**config.mk**
```make
export PLATFORM = sky130hd
export DESIGN_NAME = ata_mmio_bridge
export DESIGN_NICKNAME = d
export VERILOG_FILES = /design/src/rtl/ata_mmio_bridge.sv
export SDC_FILE = /design/constraint.sdc
export NUM_CORES = 1
export LEC_CHECK = 0
export ABC_CLOCK_PERIOD_IN_PS = 2930
export BUFFER_PORTS_ARGS = -buffer_cell sky130_fd_sc_hd__buf_4
export CAP_MARGIN = 15
export CORE_MARGIN = 2
export CORE_UTILIZATION = 37
export DETAILED_ROUTE_END_ITERATION = 12
export PLACE_DENSITY = 0.78
export SETUP_SLACK_MARGIN = 0.2
export SYNTH_ARGS = -nofsm -noshare
export SYNTH_HDL_FRONTEND = slang
export SYNTH_SLANG_ARGS = --single-unit
```
**constraint.sdc**
```tcl
create_clock -name clk -period 2.93 [get_ports clk]
set_input_delay 0.293 -clock clk [delete_from_list [all_inputs] [get_ports clk]]
set_output_delay 0.293 -clock clk [all_outputs]
set_load 0.05 [all_outputs]
```
**src/rtl/ata_mmio_bridge.sv**
```systemverilog
module ata_mmio_bridge #(
  parameter int ADDR_W     = 32,
  parameter bit BIG_ENDIAN = 1'b1
) (
  input  logic              clk,
  input  logic              rst_n,
  input  logic              bus_req,
  input  logic [ADDR_W-1:0] bus_addr,
  input  logic [1:0]        bus_size,
  input  logic              bus_we,
  input  logic [31:0]       bus_wdata,
  output logic              bus_rvalid,
  output logic [31:0]       bus_rdata,
  output logic [3:0]        dev_idx,
  output logic [1:0]        dev_size,
  output logic              dev_rd,
  output logic              dev_wr,
  output logic [31:0]       dev_wdata,
  input  logic [31:0]       dev_rdata,
  input  logic              dev_intrq,
  output logic              irq_out
);
  localparam int SLOT_LSB = 4;
  localparam int SLOT_W   = 8;
  localparam int NIEN_BIT = 1;

  logic [SLOT_W-1:0] slot;
  logic sz_byte, sz_wide, in_tf, in_ctl, in_dat;
  logic hit_tf, hit_ctl, hit_dat, hit;
  logic [7:0] ctl_q;
  logic pend_q;

  function automatic logic [31:0] lane_fix(input logic [31:0] d, input logic [1:0] sz);
    if (sz == 2'd1)
      lane_fix = BIG_ENDIAN ? {16'h0, d[7:0], d[15:8]} : {16'h0, d[15:0]};
    else
      lane_fix = BIG_ENDIAN ? {d[7:0], d[15:8], d[23:16], d[31:24]} : d;
  endfunction

  assign slot    = bus_addr[SLOT_LSB +: SLOT_W];
  assign sz_byte = bus_size == 2'd0;
  assign sz_wide = bus_size == 2'd1 || bus_size == 2'd2;
  assign in_tf   = slot >= 8'd1 && slot <= 8'd7;
  assign in_ctl  = slot == 8'd8 || slot == 8'd22;
  assign in_dat  = slot == 8'd0;

  assign hit_tf  = bus_req && sz_byte && in_tf;
  assign hit_ctl = bus_req && sz_byte && in_ctl;
  assign hit_dat = bus_req && sz_wide && in_dat;
  assign hit     = hit_tf || hit_ctl || hit_dat;

  assign dev_wr    = hit && bus_we;
  assign dev_rd    = hit && !bus_we;
  assign dev_size  = bus_size;
  assign dev_idx   = hit_ctl ? 4'd8 : hit_dat ? 4'd0 : slot[3:0];
  assign dev_wdata = hit_dat ? lane_fix(bus_wdata, bus_size) : {24'h0, bus_wdata[7:0]};

  always_ff @(posedge clk) begin
    if (!rst_n) begin
      bus_rvalid <= 1'b0;
      bus_rdata  <= '0;
    end else begin
      bus_rvalid <= bus_req && !bus_we;
      if (bus_req && !bus_we) begin
        if (hit_dat)       bus_rdata <= lane_fix(dev_rdata, bus_size);
        else if (hit)      bus_rdata <= {24'h0, dev_rdata[7:0]};
        else if (sz_byte)  bus_rdata <= 32'h0000_00FF;
        else if (bus_size == 2'd1) bus_rdata <= 32'h0000_FFFF;
        else               bus_rdata <= 32'hFFFF_FFFF;
      end
    end
  end

  always_ff @(posedge clk) begin
    if (!rst_n) begin
      ctl_q  <= '0;
      pend_q <= 1'b0;
    end else begin
      if (hit_ctl && bus_we) ctl_q <= bus_wdata[7:0];
      if (dev_intrq) pend_q <= 1'b1;
      else if (hit_tf && !bus_we && slot == 8'd7) pend_q <= 1'b0;
    end
  end

  assign irq_out = pend_q && !ctl_q[NIEN_BIT];


  read_valid_chk: assert property (@(posedge clk) disable iff (!rst_n)
    bus_req && !bus_we |=> bus_rvalid);


  idle_no_strobe_chk: assert property (@(posedge clk) disable iff (!rst_n)
    !bus_req |-> !dev_rd && !dev_wr);


  nien_mask_chk: assert property (@(posedge clk) disable iff (!rst_n)
    dev_wr && dev_idx == 4'd8 && bus_wdata[NIEN_BIT] |=> !irq_out);


  status_clear_chk: assert property (@(posedge clk) disable iff (!rst_n)
    dev_rd && dev_idx == 4'd7 && dev_size == 2'd0 && !dev_intrq |=> !irq_out);


  event_sets_chk: assert property (@(posedge clk) disable iff (!rst_n)
    dev_intrq && !(dev_wr && dev_idx == 4'd8) && !ctl_q[NIEN_BIT] |=> irq_out);


  bad_size_chk: assert property (@(posedge clk) disable iff (!rst_n)
    bus_size == 2'd3 |-> !dev_rd && !dev_wr);
endmodule

```
==> results.toml, run 1 <==
[critical_path]
slowest_delay_ns = 0.32
cp_num_cells = 9
cp_slowest_cell = "nand3_4"
path_class = "in -> out"
cp_num_buf_inv = 4
arrival_ns = 2.04
cp.required_ns = 2.64
startpoint_type = "primary input"
path_delay_family = "simple AND/OR/NAND/NOR gates"
cp_max_fo = 28
critPathCaptureType = "output port"
worstRegToRegCells = 1
path_common_cell = "buf_4"
crit_chain = "buf_4, inv_1, ha_1, nor4b_4, nand3_4, nor2_1, buf_4, and2_1, buf_4"

[global_routing]
antenna_found_initial = 0
grt_max_degree = 33
grt_pass1_wl_um = 10800
track_usage_pct = 22.0
grt-ovfl-total = 0
grt_pass1_vias = 2207

[clock_tree]
root_buffer = "clkbuf_8"
cts.sinks = 35
cts.repair.resized = 0
postCtsSetupRepairBufs = 0
ctsHoldBuffers = 0
max-clock-path-buffers = 2
clk_latency_ns = 0.29
cts_tree = "done"
htree_levels = 2
path_clk_slew_ns = 0.07
cts_buffers = 5

[drt]
via_count = 2226
ant_nets = 0
firstDrtPassIters = 4
drt_iter0_markers = 115
viasPerCell = 5.05
remaining_drc_errors = 0
wl_per_cell_um = 15.7
routed_wl_um = 6910

[logic_synthesis]
yosys.area.top_type_share_pct = 33.4
ys_top_cells_by_area = "dfxtp_1 33%, mux2i_1 15%, a221o_1 7.6%"
synth.ff_latch_count = 35
synth_ff_type = "dfxtp_1"
ys_top_cells_by_count = "35 x dfxtp_1, 32 x mux2i_1, 25 x nand2_1, 17 x and2_1, 16 x a221o_1"
yosysTopAreaCell = "dfxtp_1"
synth_nets = 327
syn-instance-count = 222
yosys_warnings = 0
async_reset_ff_share_pct = 0
synth.most_common_cell = "dfxtp_1"
synth_edf_count = 0
avgSynthCellArea_um2 = 9.44
syn_area_mm2 = 0.00210
yosysUniqueCellTypes = 34
seq_area_frac_synth_pct = 33.4

[power_and_ir_drop]
intPower_mw = 0.966
power_switching_mw = 0.452
combPwrFrac_pct = 31.2
swShare_pct = 31.9
leakage_nw = 1.62
clkPwrFrac_pct = 31.6
ir_worst_vdd_mv = 0.193
seqPwrFrac_pct = 37.2
power_density_mw_per_mm2 = 417

[layout]
diodes = 0
syn2layout_area_growth_pct = 62.1
utilization_pct = 62.1
fin_area_mm2 = 0.00340
layout.nets = 473
final_layout_size_suffix_gt1_share_pct = 49.3

[sta]
setup_viol = 0
worst_slew_pin_slew_ns = 0.670
rsz0062_at_grt = "no"
fin_crit_ns = 2.33
fin_crit_sh_pct = 79.6
finalMaxSlewViolations = 0
hold_viol_final = 0
slew_headroom_pct = 55.2
fmax_mhz = 429
fin_setup_tns_ns = 0
skew_ns = 0

[min_path]
min_path_type = "in -> reg"
whs_path_depth = 2

[placed_design]
place_area_mm2 = 0.00328
detailedPlacementHpwl_um = 5520
io_buffer_count = 152
gp_congestion = 0.897

[floorplanning]
std_cell_rows = 27
die_y_um = 79.3
pin_count = 177
start_util_pct = 38.3
coreArea_mm2 = 0.00547
die_x_um = 79.3
dieArea_mm2 = 0.00628

[run_status]
status = "complete, no violations"

[flow_run]
drv_cap = 0
==> layout by cell type (no fill, tap or decap), types with 8 or more instances in the layout <==
cell type / netlist / layout
buf_4: 3 / 157
dfxtp_1: 35 / 35
mux2i_1: 32 / 32
nand2_1: 25 / 25
and2_1: 17 / 17
a221o_1: 16 / 16
nor2_1: 10 / 10
o21ai_0: 9 / 9
o211ai_1: 9 / 9
a22o_1: 8 / 8
mux2_2: 8 / 8
==> worst paths after layout <==
path / start / end / slack, ns
setup reg to reg: bus_rdata[30] / bus_rdata[30] / 2.18
hold / removal: dev_rdata[11] / bus_rdata[19] / 0.24
setup / recovery: bus_size[1] / dev_wdata[19] / 0.60
hold reg to reg: ctl_q[1] / ctl_q[1] / 0.48
==> metrics by stage <==
stage	worst slack [ns]	total power [mW]	std cells	hold slack [ns]
6_report	0.598	1.42	441	0.236
5_1_grt	0.420	1.47	441	0.228
4_1_cts	0.587	1.43	441	0.226
3_5_place_dp	0.591	0.981	433	0.472
3_3_place_gp	0.613	0.976	433	0.458
2_1_floorplan	0.214	0.791	222	0.421
==> power by group through the flow <==
stage,Clock (mW),Sequential (mW),Combinational [mW]
after global placement,0,0.536,0.440
after CTS,0.460,0.527,0.445
final,0.448,0.527,0.442
after floorplan,0,0.644,0.148
after global routing,0.476,0.530,0.468
after detailed placement,0,0.537,0.444
==> per-layer routing <==
metal	up-vias	part of all wire [%]	track usage, %
li1	1098	-	-
met1	1023	42	28.0
met2	93	49	36.4
met3	12	7.6	5.91
met4	0	1.8	6.90
met5	-	0	0
==> cell families after synthesis <==
logic type      after synthesis  synth area share (%)
mux                          40                  19.6
fa+ha+maj                     2                  1.19
flops                        35                  33.4
compound gates               49                  18.7
simple gates                 71                  20.8
buf+inv                      25                  6.33
==> flip-flops by register name, indices dropped and copies added, names as in the netlist <==
register / cells
pend_q: 1
bus_rdata: 32
bus_rvalid: 1
ctl_q: 1
==> layout make-up <==
type	instances	area [µm²]
sequential	35	701
clock inverter	2	35.0
tap	72	90.1
timing repair buffer	158	1200
multi-input combinational	162	1270
clock buffer	6	82.6
fill	503	2080
inverter	6	22.5
(Power assumes the default switching activity.)
==> inputs of run 2 (changes only) <==
--- a/config.mk
+++ b/config.mk
@@ -5,7 +5,7 @@
 export SDC_FILE = /design/constraint.sdc
 export NUM_CORES = 1
 export LEC_CHECK = 0
-export ABC_CLOCK_PERIOD_IN_PS = 2930
+export ABC_CLOCK_PERIOD_IN_PS = 2250
 export BUFFER_PORTS_ARGS = -buffer_cell sky130_fd_sc_hd__buf_4
 export CAP_MARGIN = 15
 export CORE_MARGIN = 2
==> constraint.sdc (replaced) <==
create_clock -name clk -period 2.25 [get_ports clk]
set_input_delay 0.225 -clock clk [delete_from_list [all_inputs] [get_ports clk]]
set_output_delay 0.225 -clock clk [all_outputs]
set_load 0.05 [all_outputs]
==> results.toml, run 2 (synthesis results as in run 1) <==
[critical_path]
cp-startpoint = "bus_size[1]"
crit_chain = "buf_4, inv_1, ha_1, nor4b_4, nand3_4, buf_6, o21ai_1, buf_4"
startpoint_type = "primary input"
critPathCaptureType = "output port"
path_delay_family = "buffers and inverters"
cp_num_buf_inv = 4
path_common_cell = "buf_4"
r2r_end = "bus_rdata[26]"
cp_num_cells = 8
r2r_slack_ns = 1.49
cp.required_ns = 2.03
path_class = "in -> out"
crit_path_end = "dev_wdata[3]"
arrival_ns = 1.69
slowest_delay_ns = 0.29
worstRegToRegCells = 1
reg2reg_from = "bus_rdata[26]"
cp_slowest_cell = "nor4b_4"
cp_max_fo = 25

[layout]
syn2layout_area_growth_pct = 63.9
diodes = 0
fill_cells = 490
final_layout_size_suffix_gt1_share_pct = 52.4
largest_reg_flops = 32
final_common_cell = "buf_4"
layout_common_cells = "153 x buf_4, 35 x dfxtp_1, 32 x mux2i_1"
top_register = "bus_rdata"
layout.nets = 474

[min_path]
hp-start = "dev_rdata[12]"
min_path_type = "in -> reg"

[drt]
ant_nets = 0
remaining_drc_errors = 0
drt_iter0_markers = 89
wl_per_cell_um = 15.7
firstDrtPassIters = 4
via_count = 2239
viasPerCell = 5.07
routed_wl_um = 6950

[power_and_ir_drop]
power_switching_mw = 0.581
intPower_mw = 1.12
swShare_pct = 34.2
clkPwrFrac_pct = 25.3
leakage_nw = 1.62
combPwrFrac_pct = 34.4
ir_worst_vdd_mv = 0.282
seqPwrFrac_pct = 40.3
power_density_mw_per_mm2 = 494

[clock_tree]
clk_latency_ns = 0.27
root_buffer = "clkbuf_8"
path_clk_slew_ns = 0.07
cts_tree = "done"
cts_buffers = 5
max-clock-path-buffers = 2
ctsHoldBuffers = 0
cts.sinks = 35
htree_levels = 2

[sta]
rsz0062_at_grt = "no"
fmax_mhz = 522
finalMaxSlewViolations = 0
slew_headroom_pct = 57.7
holdWs_ns = 0.175
skew_ns = 0
hold_viol_final = 0
fin_crit_ns = 1.92
worst_slew_pin_slew_ns = 0.632
fin_crit_sh_pct = 85.1
setup_viol = 0
fin_setup_tns_ns = 0

[floorplanning]
start_util_pct = 38.3
die_y_um = 79.3
die_x_um = 79.3
std_cell_rows = 27
coreArea_mm2 = 0.00547
pin_count = 177
dieArea_mm2 = 0.00628

[global_routing]
antenna_found_initial = 0
track_usage_pct = 21.4
grt_pass1_vias = 2194
grt_max_degree = 37
grt-ovfl-total = 0
grt_pass1_wl_um = 10600

[placed_design]
detailedPlacementHpwl_um = 5430
gp_congestion = 0.868
io_buffer_count = 152

[run_status]
status = "complete, no violations"

[flow_run]
drv_cap = 0
run 2: metal layers:
| metal | global-route usage [%] | wire (µm) |
|---|---|---|
| met3 | 5.23 | 512 |
| met1 | 27.2 | 2870 |
| met5 | 0 | 0 |
| met4 | 7.24 | 63 |
| met2 | 35.5 | 3500 |
run 2: through the flow:
step	utilization, %	instances	setup WS (ns)	area [µm²]	total power, mW
global placement	60.7	433	0.266	3320	1.27
global route	62.8	442	0.238	3430	1.77
finish	62.8	442	0.335	3430	1.70
detailed placement	60.7	433	0.241	3320	1.28
floorplan	-	222	0.0357	2130	1.04
CTS	62.2	441	0.232	3410	1.70
run 2: worst min path at each step:
| stage | to | depth (start not counted) |
|---|---|---|
| after floorplan | pend_q | 1 |
| after global placement | pend_q | 3 |
| after detailed placement | pend_q | 3 |
| after CTS | pend_q | 3 |
| after global routing | bus_rdata[20] | 2 |
| final | bus_rdata[20] | 2 |
run 2: final cells by class:
cell class              instances  area (µm²)  area share, %
clock inverters                 1        5.00          0.146
flip-flops and latches         35         701           20.4
repair buffers                159        1230           35.9
multi-input cells             162        1310           38.0
inverters                       6        22.5          0.656
well taps                      72        90.1           2.62
clock buffers                   7        76.3           2.22
run 2: repair_timing:
| item | CTS | global route |
|---|---|---|
| setup buffers | 0 | 1 |
| setup endpoints to repair | 0 | 21 |
| gates resized for setup | 0 | 6 |
run 2: power groups by stage:
stage | combinational, mW | clock (mW) | sequential, mW
after floorplan | 0.197 | 0 | 0.838
after global placement | 0.576 | 0 | 0.697
after detailed placement | 0.582 | 0 | 0.698
after CTS | 0.584 | 0.435 | 0.685
after global routing | 0.615 | 0.470 | 0.689
final | 0.583 | 0.430 | 0.685
==> inputs of run 3 (changes only) <==
--- a/config.mk
+++ b/config.mk
@@ -5,9 +5,9 @@
 export SDC_FILE = /design/constraint.sdc
 export NUM_CORES = 1
 export LEC_CHECK = 0
-export ABC_CLOCK_PERIOD_IN_PS = 2250
+export ABC_CLOCK_PERIOD_IN_PS = 1900
 export BUFFER_PORTS_ARGS = -buffer_cell sky130_fd_sc_hd__buf_4
-export CAP_MARGIN = 15
+export CAP_MARGIN = 30
 export CORE_MARGIN = 2
 export CORE_UTILIZATION = 37
 export DETAILED_ROUTE_END_ITERATION = 12
==> constraint.sdc (replaced) <==
create_clock -name clk -period 1.9 [get_ports clk]
set_input_delay 0.19 -clock clk [delete_from_list [all_inputs] [get_ports clk]]
set_output_delay 0.19 -clock clk [all_outputs]
set_load 0.05 [all_outputs]
==> results.toml, run 3 (synthesis results as in run 1) <==
[sta]
fin_setup_tns_ns = 0
fin_crit_sh_pct = 93.0
fin_crit_ns = 1.77
worst_slew_pin_slew_ns = 0.443
holdWs_ns = 0.126
rsz0062_at_grt = "yes"
slew_headroom_pct = 70.4
setup_slack_ns = 0.134
skew_ns = 0
finalMaxSlewViolations = 0
hold_viol_final = 0
fmax_mhz = 566
setup_viol = 0

[drt]
via_count = 2341
routed_wl_um = 7560
wl_per_cell_um = 16.5
firstDrtPassIters = 4
ant_nets = 0
viasPerCell = 5.12
drt_iter0_markers = 68
remaining_drc_errors = 0

[critical_path]
path_delay_family = "simple AND/OR/NAND/NOR gates"
cp_slowest_cell = "nor4b_4"
cp_max_fo = 8
path_common_cell = "buf_8"
crit_chain = "buf_8, inv_8, ha_4, nor4b_4, nand3_4, nor2_4, buf_6, and2_4, buf_8"
path_class = "in -> out"
cp.required_ns = 1.71
arrival_ns = 1.58
cp_num_buf_inv = 4
critPathCaptureType = "output port"
startpoint_type = "primary input"
slowest_delay_ns = 0.26

[global_routing]
grt_pass1_vias = 2335
grt-ovfl-total = 0
antenna_found_initial = 0
track_usage_pct = 23.6
met2_usage_pct = 41.7
grtUsageMet3_pct = 4.77
grt_max_degree = 33
busiest_layer = "met2"
grt_pass1_wl_um = 11500
grtUsageMet1_pct = 28.3

[floorplanning]
coreArea_mm2 = 0.00547
die_x_um = 79.3
start_util_pct = 38.3
pin_count = 177
std_cell_rows = 27
die_y_um = 79.3
dieArea_mm2 = 0.00628

[power_and_ir_drop]
seqPwrFrac_pct = 39.2
intPower_mw = 1.35
ir_worst_vdd_mv = 0.449
power_density_mw_per_mm2 = 527
clkPwrFrac_pct = 25.1
power_switching_mw = 0.720
leakage_nw = 1.79
combPwrFrac_pct = 35.7
swShare_pct = 34.8

[layout]
final_layout_size_suffix_gt1_share_pct = 60.5
largest_reg_flops = 32
syn2layout_area_growth_pct = 87.2
fill_cells = 434
top_register = "bus_rdata"
final_common_cell = "buf_4"
diodes = 0
layout.nets = 489
register_area_um2 = 701
multi_input_area_mm2 = 0.00146
utilization_pct = 71.7
layout_common_cells = "135 x buf_4, 35 x dfxtp_1, 32 x mux2i_1"
stdcell_count = 457

[placed_design]
place_ws_ns = 0.0227
detailedPlacementHpwl_um = 5500
io_buffer_count = 152
dp.cells = 441
gp_congestion = 0.830

[clock_tree]
path_clk_slew_ns = 0.07
root_buffer = "clkbuf_8"
htree_levels = 2
ctsHoldBuffers = 0
cts_tree = "done"
clk_latency_ns = 0.29
max-clock-path-buffers = 2
cts.sinks = 35
cts_buffers = 5

[run_status]
status = "complete, no violations"

[min_path]
min_path_type = "in -> reg"

[flow_run]
drv_cap = 0
run 3: cell count changes in the layout (fill, tap and decap cells not counted), moves of 3 or more:
cell,change
and2_4,+15
nor2_4,+9
o21ai_2,+3
and2_1,-15
o21ai_1,-5
nor2_2,-9
buf_8,+17
buf_4,-18
buf_6,+14
run 3: worst paths after layout:
| check | from | depth (start not counted) | end | slack (ns) |
|---|---|---|---|---|
| hold / removal | dev_rdata[11] | 2 | bus_rdata[19] | 0.13 |
| hold reg to reg | bus_rdata[13] | 1 | bus_rdata[13] | 0.48 |
| setup reg to reg | bus_rdata[20] | 1 | bus_rdata[20] | 1.16 |
| setup / recovery | bus_size[0] | 9 | dev_wdata[30] | 0.13 |
run 3: metrics by stage:
| step | total power [mW] | instance area, µm² |
|---|---|---|
| 2_1_floorplan | 1.25 | 2310 |
| 3_3_place_gp | 1.53 | 3550 |
| 3_5_place_dp | 1.54 | 3550 |
| 4_1_cts | 2.07 | 3880 |
| 5_1_grt | 2.15 | 3920 |
| 6_report | 2.07 | 3920 |
run 3: layer usage:
metal	up-vias	wire (µm)
met3	9	440
met5	-	0
met1	1115	3010
met2	81	3990
met4	0	121
li1	1136	-
run 3: power groups by stage:
stage               registers [mW]  clock network, mW  logic, mW
global route                 0.816              0.563      0.775
floorplan                    0.993                  0      0.253
global placement             0.825                  0      0.705
CTS                          0.810              0.526      0.734
detailed placement           0.826                  0      0.718
finish                       0.811              0.519      0.739
run 3: layout make-up:
class	instances	share of cell area, %
Multi-Input combinational cell	162	37.1
Inverter	6	0.957
Sequential cell	35	17.9
Clock inverter	1	0.128
Tap cell	72	2.30
Timing Repair Buffer	174	39.7
Clock buffer	7	1.95
run 3: repair_timing:
action,CTS,global route
pin swaps,18,2
gates resized for setup,52,8
endpoints found under the setup margin,37,58
setup buffers,6,1
hold endpoints to repair,0,0
cloned,1,0
